<file path="config.mk">
export PLATFORM = sky130hd
export DESIGN_NAME = exc_ctrl_unit
export DESIGN_NICKNAME = d
export VERILOG_FILES = /design/src/rtl/exc_pkg.sv /design/src/rtl/exc_arbiter.sv /design/src/rtl/exc_vector.sv /design/src/rtl/exc_csr.sv /design/src/rtl/exc_ctrl_unit.sv
export SDC_FILE = /design/constraint.sdc
export NUM_CORES = 1
export LEC_CHECK = 0
export CAP_MARGIN = 10
export CORE_AREA = 5 5 152 154
export DETAILED_ROUTE_END_ITERATION = 6
export DIE_AREA = 0 0 157 159
export GPL_ROUTABILITY_DRIVEN = 0
export PLACE_DENSITY = 0.61
export SYNTH_ARGS = -nofsm -noshare
export SYNTH_HDL_FRONTEND = slang
export SYNTH_HIERARCHICAL = 1
export SYNTH_SLANG_ARGS = --single-unit
</file>
<file path="constraint.sdc">
create_clock -name clk -period 3.7 [get_ports clk]
set_input_delay 1.11 -clock clk [delete_from_list [all_inputs] [get_ports clk]]
set_output_delay 1.11 -clock clk [all_outputs]
set_load 0.05 [all_outputs]
</file>
<file path="src/rtl/exc_pkg.sv">
package exc_pkg;

    // Trap sources; arbiter index order is oldest-first
    typedef enum logic [1:0] {
        SRC_HW    = 2'd0,
        SRC_OVF   = 2'd1,
        SRC_UNDEF = 2'd2,
        SRC_IRQ   = 2'd3
    } trap_src_e;

    localparam int unsigned NUM_SRC = 4;

    function automatic trap_src_e idx_to_src(input logic [1:0] idx);
        return trap_src_e'(idx);
    endfunction

endpackage

</file>
<file path="src/rtl/exc_arbiter.sv">
module exc_arbiter #(
    parameter int unsigned N    = 4,
    parameter int unsigned XLEN = 64,
    localparam int unsigned IW  = (N > 1) ? $clog2(N) : 1
) (
    input  logic                 clk,
    input  logic                 rst_n,
    input  logic [N-1:0]         req,
    input  logic [N-1:0][XLEN-1:0] pc_in,
    output logic [N-1:0]         grant,
    output logic                 any,
    output logic [IW-1:0]        idx,
    output logic [XLEN-1:0]      pc_sel
);

    // Lowest index wins: it is the oldest instruction
    always_comb begin
        grant  = '0;
        idx    = '0;
        pc_sel = '0;
        for (int i = N - 1; i >= 0; i--) begin
            if (req[i]) begin
                grant  = '0;
                grant[i] = 1'b1;
                idx    = IW'(i);
                pc_sel = pc_in[i];
            end
        end
    end

    assign any = |req;

    assert_single_grant_R2: assert property (@(posedge clk) disable iff (!rst_n)
        $onehot0(grant) && (any == (grant != '0)));

    assert_grant_from_req_R2: assert property (@(posedge clk) disable iff (!rst_n)
        (grant & ~req) == '0);

endmodule

</file>
<file path="src/rtl/exc_vector.sv">
module exc_vector
    import exc_pkg::*;
#(
    parameter int unsigned     XLEN      = 64,
    parameter logic [XLEN-1:0] BASE      = 64'h1C09_0000,
    parameter logic [XLEN-1:0] OFF_UNDEF = 64'h040,
    parameter logic [XLEN-1:0] OFF_OVF   = 64'h0C0,
    parameter logic [XLEN-1:0] OFF_IRQ   = 64'h100,
    parameter logic [XLEN-1:0] OFF_HW    = 64'h180
) (
    input  logic            vec_mode,
    input  trap_src_e       src,
    output logic [XLEN-1:0] target
);

    logic [XLEN-1:0] offset;

    always_comb begin
        unique case (src)
            SRC_UNDEF: offset = OFF_UNDEF;
            SRC_OVF:   offset = OFF_OVF;
            SRC_HW:    offset = OFF_HW;
            default:   offset = OFF_IRQ;
        endcase
        target = vec_mode ? (BASE + offset) : BASE;
    end

endmodule

</file>
<file path="src/rtl/exc_csr.sv">
module exc_csr
    import exc_pkg::*;
#(
    parameter int unsigned XLEN = 64
) (
    input  logic            clk,
    input  logic            rst_n,
    input  logic            take,
    input  trap_src_e       src,
    input  logic [XLEN-1:0] pc,
    output logic [XLEN-1:0] sepc,
    output logic [XLEN-1:0] scause
);

    localparam logic [XLEN-1:0] IRQ_CODE = {1'b1, {(XLEN-1){1'b0}}};

    typedef struct packed {
        logic [XLEN-1:0] epc;
        logic [XLEN-1:0] cause;
    } csr_t;

    csr_t st_d, st_q;

    always_comb begin
        st_d = st_q;
        if (take) begin
            st_d.epc = pc;
            unique case (src)
                SRC_UNDEF: st_d.cause = XLEN'(0);
                SRC_OVF:   st_d.cause = XLEN'(1);
                SRC_HW:    st_d.cause = XLEN'(2);
                default:   st_d.cause = IRQ_CODE;
            endcase
        end
    end

    always_ff @(posedge clk) begin
        if (!rst_n) st_q <= '0;
        else        st_q <= st_d;
    end

    assign sepc   = st_q.epc;
    assign scause = st_q.cause;

    assert_hold_when_idle_R8: assert property (@(posedge clk) disable iff (!rst_n)
        !take |=> ($stable(sepc) && $stable(scause)));

    assert_capture_pc_R8: assert property (@(posedge clk) disable iff (!rst_n)
        take |=> sepc == $past(pc));

endmodule

</file>
<file path="src/rtl/exc_ctrl_unit.sv">
module exc_ctrl_unit
    import exc_pkg::*;
#(
    parameter int unsigned     XLEN      = 64,
    parameter logic [XLEN-1:0] BASE      = 64'h1C09_0000,
    parameter logic [XLEN-1:0] OFF_UNDEF = 64'h040,
    parameter logic [XLEN-1:0] OFF_OVF   = 64'h0C0,
    parameter logic [XLEN-1:0] OFF_IRQ   = 64'h100,
    parameter logic [XLEN-1:0] OFF_HW    = 64'h180
) (
    input  logic            clk,
    input  logic            rst_n,
    input  logic            vec_mode,
    input  logic            irq,
    input  logic            id_valid,
    input  logic            id_undef,
    input  logic [XLEN-1:0] id_pc,
    input  logic            ex_valid,
    input  logic            ex_ovf,
    input  logic [XLEN-1:0] ex_pc,
    input  logic            mem_valid,
    input  logic            mem_hwerr,
    input  logic [XLEN-1:0] mem_pc,
    output logic            pc_redirect,
    output logic [XLEN-1:0] pc_target,
    output logic            flush_ifid,
    output logic            flush_idex,
    output logic            flush_exmem,
    output logic            wr_suppress,
    output logic [XLEN-1:0] sepc_o,
    output logic [XLEN-1:0] scause_o
);

    localparam int unsigned IW = $clog2(NUM_SRC);

    logic [NUM_SRC-1:0]           req, grant;
    logic [NUM_SRC-1:0][XLEN-1:0] pcs;
    logic [IW-1:0]                win_idx;
    logic [XLEN-1:0]              win_pc;
    logic                         take;
    logic                         sync_fault;
    trap_src_e                    win_src;

    // Qualify each flag with its stage valid; interrupt needs a boundary
    always_comb begin
        req[SRC_HW]    = mem_valid & mem_hwerr;
        req[SRC_OVF]   = ex_valid & ex_ovf;
        req[SRC_UNDEF] = id_valid & id_undef;
        sync_fault     = req[SRC_HW] | req[SRC_OVF] | req[SRC_UNDEF];
        req[SRC_IRQ]   = irq & id_valid & ~sync_fault;
        pcs[SRC_HW]    = mem_pc;
        pcs[SRC_OVF]   = ex_pc;
        pcs[SRC_UNDEF] = id_pc;
        pcs[SRC_IRQ]   = id_pc;
    end

    exc_arbiter #(.N(NUM_SRC), .XLEN(XLEN)) u_arb (
        .clk    (clk),
        .rst_n  (rst_n),
        .req    (req),
        .pc_in  (pcs),
        .grant  (grant),
        .any    (take),
        .idx    (win_idx),
        .pc_sel (win_pc)
    );

    assign win_src = idx_to_src(win_idx);

    exc_vector #(
        .XLEN(XLEN), .BASE(BASE), .OFF_UNDEF(OFF_UNDEF),
        .OFF_OVF(OFF_OVF), .OFF_IRQ(OFF_IRQ), .OFF_HW(OFF_HW)
    ) u_vec (
        .vec_mode (vec_mode),
        .src      (win_src),
        .target   (pc_target)
    );

    exc_csr #(.XLEN(XLEN)) u_csr (
        .clk    (clk),
        .rst_n  (rst_n),
        .take   (take),
        .src    (win_src),
        .pc     (win_pc),
        .sepc   (sepc_o),
        .scause (scause_o)
    );

    // Squash the winner and everything younger in the trap cycle
    always_comb begin
        pc_redirect = take;
        flush_ifid  = take;
        flush_idex  = take;
        flush_exmem = grant[SRC_HW] | grant[SRC_OVF];
        wr_suppress = grant[SRC_HW];
    end

    assert_oldest_recorded_R2: assert property (@(posedge clk) disable iff (!rst_n)
        (mem_valid && mem_hwerr) |=> (sepc_o == $past(mem_pc) && scause_o == XLEN'(2)));

    assert_fixed_target_R4: assert property (@(posedge clk) disable iff (!rst_n)
        (pc_redirect && !vec_mode) |-> pc_target == BASE);

    assert_suppress_only_mem_R6: assert property (@(posedge clk) disable iff (!rst_n)
        wr_suppress |-> (mem_valid && mem_hwerr && flush_exmem && pc_redirect));

    assert_irq_yields_R7: assert property (@(posedge clk) disable iff (!rst_n)
        (irq && ex_valid && ex_ovf) |=> !scause_o[XLEN-1]);

    assert_invalid_ignored_R9: assert property (@(posedge clk) disable iff (!rst_n)
        (!mem_valid && !ex_valid && !id_valid) |-> !pc_redirect);

endmodule

</file>
* Yosys cells after proc, flatten, opt, wreduce, memory -nomap -nowiden
Cells that the tools add are included.
Storage, ports and cells: bits in writable memories 0, ROM bits 0, bits of input ports 202, register bits 128, memories kept 0, latch bits 0
Operators by class: equal/unequal tests 2, reduce and logical (&&, ||, !) cells 2, add/sub/neg operators 1, $mul 0, bitwise operators 9, $lt $le $gt $ge 0, muxes and demuxes 14, divide/modulo/power cells 0, shifts and indexed selects 0
Operator list (number):
- $mux 64 | 5
- $pmux 64 s3 | 1
- $add 29x9->30 const A | 1
- $pmux 9 s3 | 1
- $mux 2 | 7
- $and 1x1->1 | 5
- $reduce_or 4->1 | 1
- $or 1x1->1 | 3
- $eq 2x1->1 const B | 1
- $eq 2x2->1 const B | 1
- $logic_not 2->1 | 1
- $not 1->1 | 1

* Longest topological paths before layout
depth in word-level cells 13, gate-level depth with buffers 10, mapped depth without buffers 7

* Modules after synthesis
Netlist, hierarchy kept.
By module, submodules not included:
- exc_csr | cells each 281, sequential area each 1341.3 um^2, times used 1, area an instance 3059.2 um^2
- exc_arbiter | cells each 241, sequential area each 0.0 um^2, times used 1, area an instance 1569.0 um^2
- exc_vector | cells each 70, sequential area each 0.0 um^2, times used 1, area an instance 521.8 um^2
- exc_ctrl_unit | cells each 8, sequential area each 0.0 um^2, times used 1, area an instance 58.8 um^2

* Worst setup path before layout
Ideal clock, no wire load.
path kind input to output, start point input mem_valid, end point output pc_target[8], cell stages on the path 8, slack -0.259 ns, data required time 2.590 ns, arrival time 2.849 ns, path through and2_4 buf_2 clkbuf_1 buf_2 nor3_1 inv_1 ha_1 and2b_2
Between the ends: cells in the longest elaborated chain, start to end 13
Ends and longest elaborated chain:
- from (decl) | RTL line exc_ctrl_unit.sv:21 | input logic mem_valid,
- $and 1x1->1 * | RTL line exc_ctrl_unit.sv:46 | req[SRC_HW] = mem_valid & mem_hwerr;
- $or 1x1->1 (2 in a row) | RTL line exc_ctrl_unit.sv:49 | sync_fault = req[SRC_HW] | req[SRC_OVF] | req[SRC_UNDEF];
- $not 1->1 | RTL line exc_ctrl_unit.sv:50 | req[SRC_IRQ] = irq & id_valid & ~sync_fault;
- $and 1x1->1 | RTL line exc_ctrl_unit.sv:50
- $mux 2 (3 in a row) | RTL line exc_arbiter.sv:22 | if (req[i]) begin
- $mux 2 * | RTL line exc_arbiter.sv:22
- named net win_idx[1] | RTL line exc_ctrl_unit.sv:38 | logic [IW-1:0] win_idx;
- $eq 2x1->1, or another cell as far along | RTL line exc_vector.sv:19 | unique case (src)
- $pmux 9 s3 * | RTL line exc_vector.sv:19
- $add 29x9->30 * | RTL line exc_vector.sv:25 | target = vec_mode ? (BASE + offset) : BASE;
- $mux 64 * | RTL line exc_vector.sv:25
- to (decl) | RTL line exc_ctrl_unit.sv:25 | output logic [XLEN-1:0] pc_target,
Mark *: on every way through the listed nets, which the timed path passes. The rest lies on a longest branch.

* Worst setup path after layout
start point input ex_valid, end point output pc_target[8]
Between the ends: cells in the longest elaborated chain, start to end 13
Ends and longest elaborated chain:
- from (decl) | RTL line exc_ctrl_unit.sv:18 | input logic ex_valid,
- $and 1x1->1 * | RTL line exc_ctrl_unit.sv:47 | req[SRC_OVF] = ex_valid & ex_ovf;
- named net req[1] | RTL line exc_ctrl_unit.sv:36 | logic [NUM_SRC-1:0] req, grant;
- $or 1x1->1 * (2 in a row) | RTL line exc_ctrl_unit.sv:49
- $not 1->1 * | RTL line exc_ctrl_unit.sv:50
- $and 1x1->1 * | RTL line exc_ctrl_unit.sv:50
- named net req[3] | RTL line exc_ctrl_unit.sv:36
- $mux 2 * (4 in a row) | RTL line exc_arbiter.sv:22
- named net win_idx[0] | RTL line exc_ctrl_unit.sv:38
- $eq 2x1->1, or another cell as far along | RTL line exc_vector.sv:19
- $pmux 9 s3 * | RTL line exc_vector.sv:19
- $add 29x9->30 * | RTL line exc_vector.sv:25
- $mux 64 * | RTL line exc_vector.sv:25
Marked as above.

==> impl_metrics.tcl <==
set metrics [dict create \
    global_route_wire_length_before_repair_um 27900 \
    clk_pin_slew_worst_paths_ns 0.06 \
    fp.dieArea_mm2 0.0250 \
    worstPathRequired_ns 2.59 \
    synthesis.area_mm2 0.00520 \
    ioPinCount 399 \
    final_common_cell "clkdlybuf4s50_1" \
    instance_count_of_the_mapped_netlist 599 \
    globalRoute.busiestLayer "met2" \
    fin_util 0.377 \
    globalRouteTotalUtil 0.142 \
    cts-buffers-inserted 9 \
    max_slew_margin 0.506 \
    place.port_buffers 276 \
    hold_path_class "flip-flop to flip-flop" \
    core_mm2 0.0216 \
    wire_per_inst_um 16.5 \
    final.setup.worst_slack_ns -0.174 \
    min_from "u_csr/scause[63]" \
    initialDrtViolationCount 219 \
    detailedPlace.worstSlack_ns -0.595 \
    cpMaxStageDelayCell "nor4_4" \
    critical_path.max_stage_delay_ns 0.34 \
    critical_path.cell_chain "clkbuf_2 -> and2_4 -> nor4_4 -> buf_4 -> a21oi_2 -> nor2_2 -> inv_2 -> ha_4 -> and2b_4 -> buf_12" \
    num-nets-final 1062 \
    critical_path.startpoint_type "input port" \
    cts_num_sinks 67 \
    antenna_found_initial 0 \
    std_cell_rows 54 \
    final_cell_mix "clkdlybuf4s50_1, a22oi_1, conb_1" \
    outcome "finished, violations left" \
    finalClockSkew_ns 0 \
    sequential_cell_area_mm2 0.00134 \
    floorplan.initialDensity 0.241 \
    failed_checks "setup timing" \
    class_of_the_most_critical_setup_path "input port to output port" \
    final.period_utilization 1.05 \
    critPathCaptureType "output port" \
    postPlaceCellArea_mm2 0.00774 \
    clkLatencyLatePin_ns 0.33 \
    route.vias.total 4937 \
    globalRouteMet1Util 0.166 \
    nFillCells 2223 \
    remaining_drc_errors 0 \
    total_leakage_power_nw 3.24 \
    met2_usage 0.249 \
    antenna_violating_nets_post_route 0 \
    route.final.wire_length_um 18900 \
    syn_avg_cell_area_um2 8.69 \
    m3_gr_usage 0.0465 \
    capture_endpoint_of_the_worst_hold_path "u_csr/scause[63]" \
    r2r_cells 2 \
    place.detailed.hpwl_um 14400 \
    yosys_warnings 6 \
    p_per_area_mw_per_mm2 355 \
    clock_tree_from_tritoncts "done" \
    rsz0062_at_grt "true" \
    die_width_um 157 \
    dpl.cell_count 1121 \
    endpoints_failing_setup 3 \
    clock.fmax_ghz 0.258 \
    gr-total-overflow 0 \
    tightest_slew_ns 0.741 \
    syn_to_final_growth_pct 56.3 \
    critPathMaxFanout 3 \
    clock-root-buffer "clkbuf_16" \
    grt_max_degree 77 \
    route.detailed.vias_per_inst 4.32 \
    insertedDiodeCount 0 \
    drv_cap 0 \
    ctsLongestPathBuffers 2 \
    cts-htree-levels 3 \
    critical_path.reg2reg.endpoint "u_csr/scause[1]" \
    dieHeight_um 159 \
    peakVddDrop_mv 0.220 \
    beginning_of_the_worst_register_to_register_path "u_csr/scause[1]" \
    finalWorstPathRequiredPeriod_ns 3.87 \
    first_global_vias 4842 \
    multiInputGateArea_mm2 0.00307 \
    hold-path-cell-count 2 \
    layout-drive-gt1-share 0.0927 \
    power.total_mw 2.89 \
    rrSetupSlack_ns 2.97 \
    hold_viol_final 0 \
    final_cell_area_mm2 0.00813 \
    drt-pass1-iter-count 4 \
    slew_violations 0 \
    cp.arrival_ns 2.76 \
    post_layout_nonfiller_instances 1143 \
]
## area by class of cell
type / count / share of cell area
timing repair buffer: 306 / 0.375
inverter: 3 / 0.00138
tap: 280 / 0.0431
multi-input combinational: 471 / 0.378
clock inverter: 6 / 0.00892
clock buffer: 10 / 0.0294
sequential: 67 / 0.165
## flip-flops by register name, indices dropped and copies added, names as in the netlist
signal and count:
u_csr/sepc 64, u_csr/scause 3
## report_power, final
group | internal [mW] | leakage, nW | switching, mW
clock network | 0.548 | 0.150 | 0.361
registers | 0.772 | 0.549 | 0.0253
logic | 0.441 | 2.54 | 0.740
## per-layer routing
layer	vias up	routed length, µm
met1	2230	7450
met2	259	9270
met3	13	1980
met5	-	0
met4	0	190
li1	2435	-
## stage by stage
stage | TNS, ns | hold WS [ns]
after floorplan | 0 | 0.698
after global placement | -10.09 | 0.459
final | -0.397 | 0.473
after detailed placement | -10.21 | 0.463
after CTS | -0.378 | 0.475
after global routing | -0.636 | 0.490
## repair_timing
action                     4_1_cts  5_1_grt
setup endpoints to repair        7        3
hold buffers                     0        0
cloned                           0        0
resized for setup               30        3
pin swaps                        8        5
setup buffers                    6        1
## critical path, delay by kind of cell
| kind | cells | cell delay (ns) |
|---|---|---|
| AOI/OAI and AO/OA | 1 | 0.05 |
| adders and majority gates | 1 | 0.23 |
| and+or+nand+nor | 4 | 0.92 |
| buffers and inverters | 4 | 0.45 |
## worst max path at each step
stage	start	endpoint	depth (start not counted)
after floorplan	ex_valid	pc_target[8]	9
after global placement	ex_valid	pc_target[8]	9
after detailed placement	ex_valid	pc_target[8]	9
after CTS	mem_hwerr	pc_target[8]	9
after global routing	ex_valid	pc_target[8]	10
final	ex_valid	pc_target[8]	10
Power figures use the tool's default switching activity.
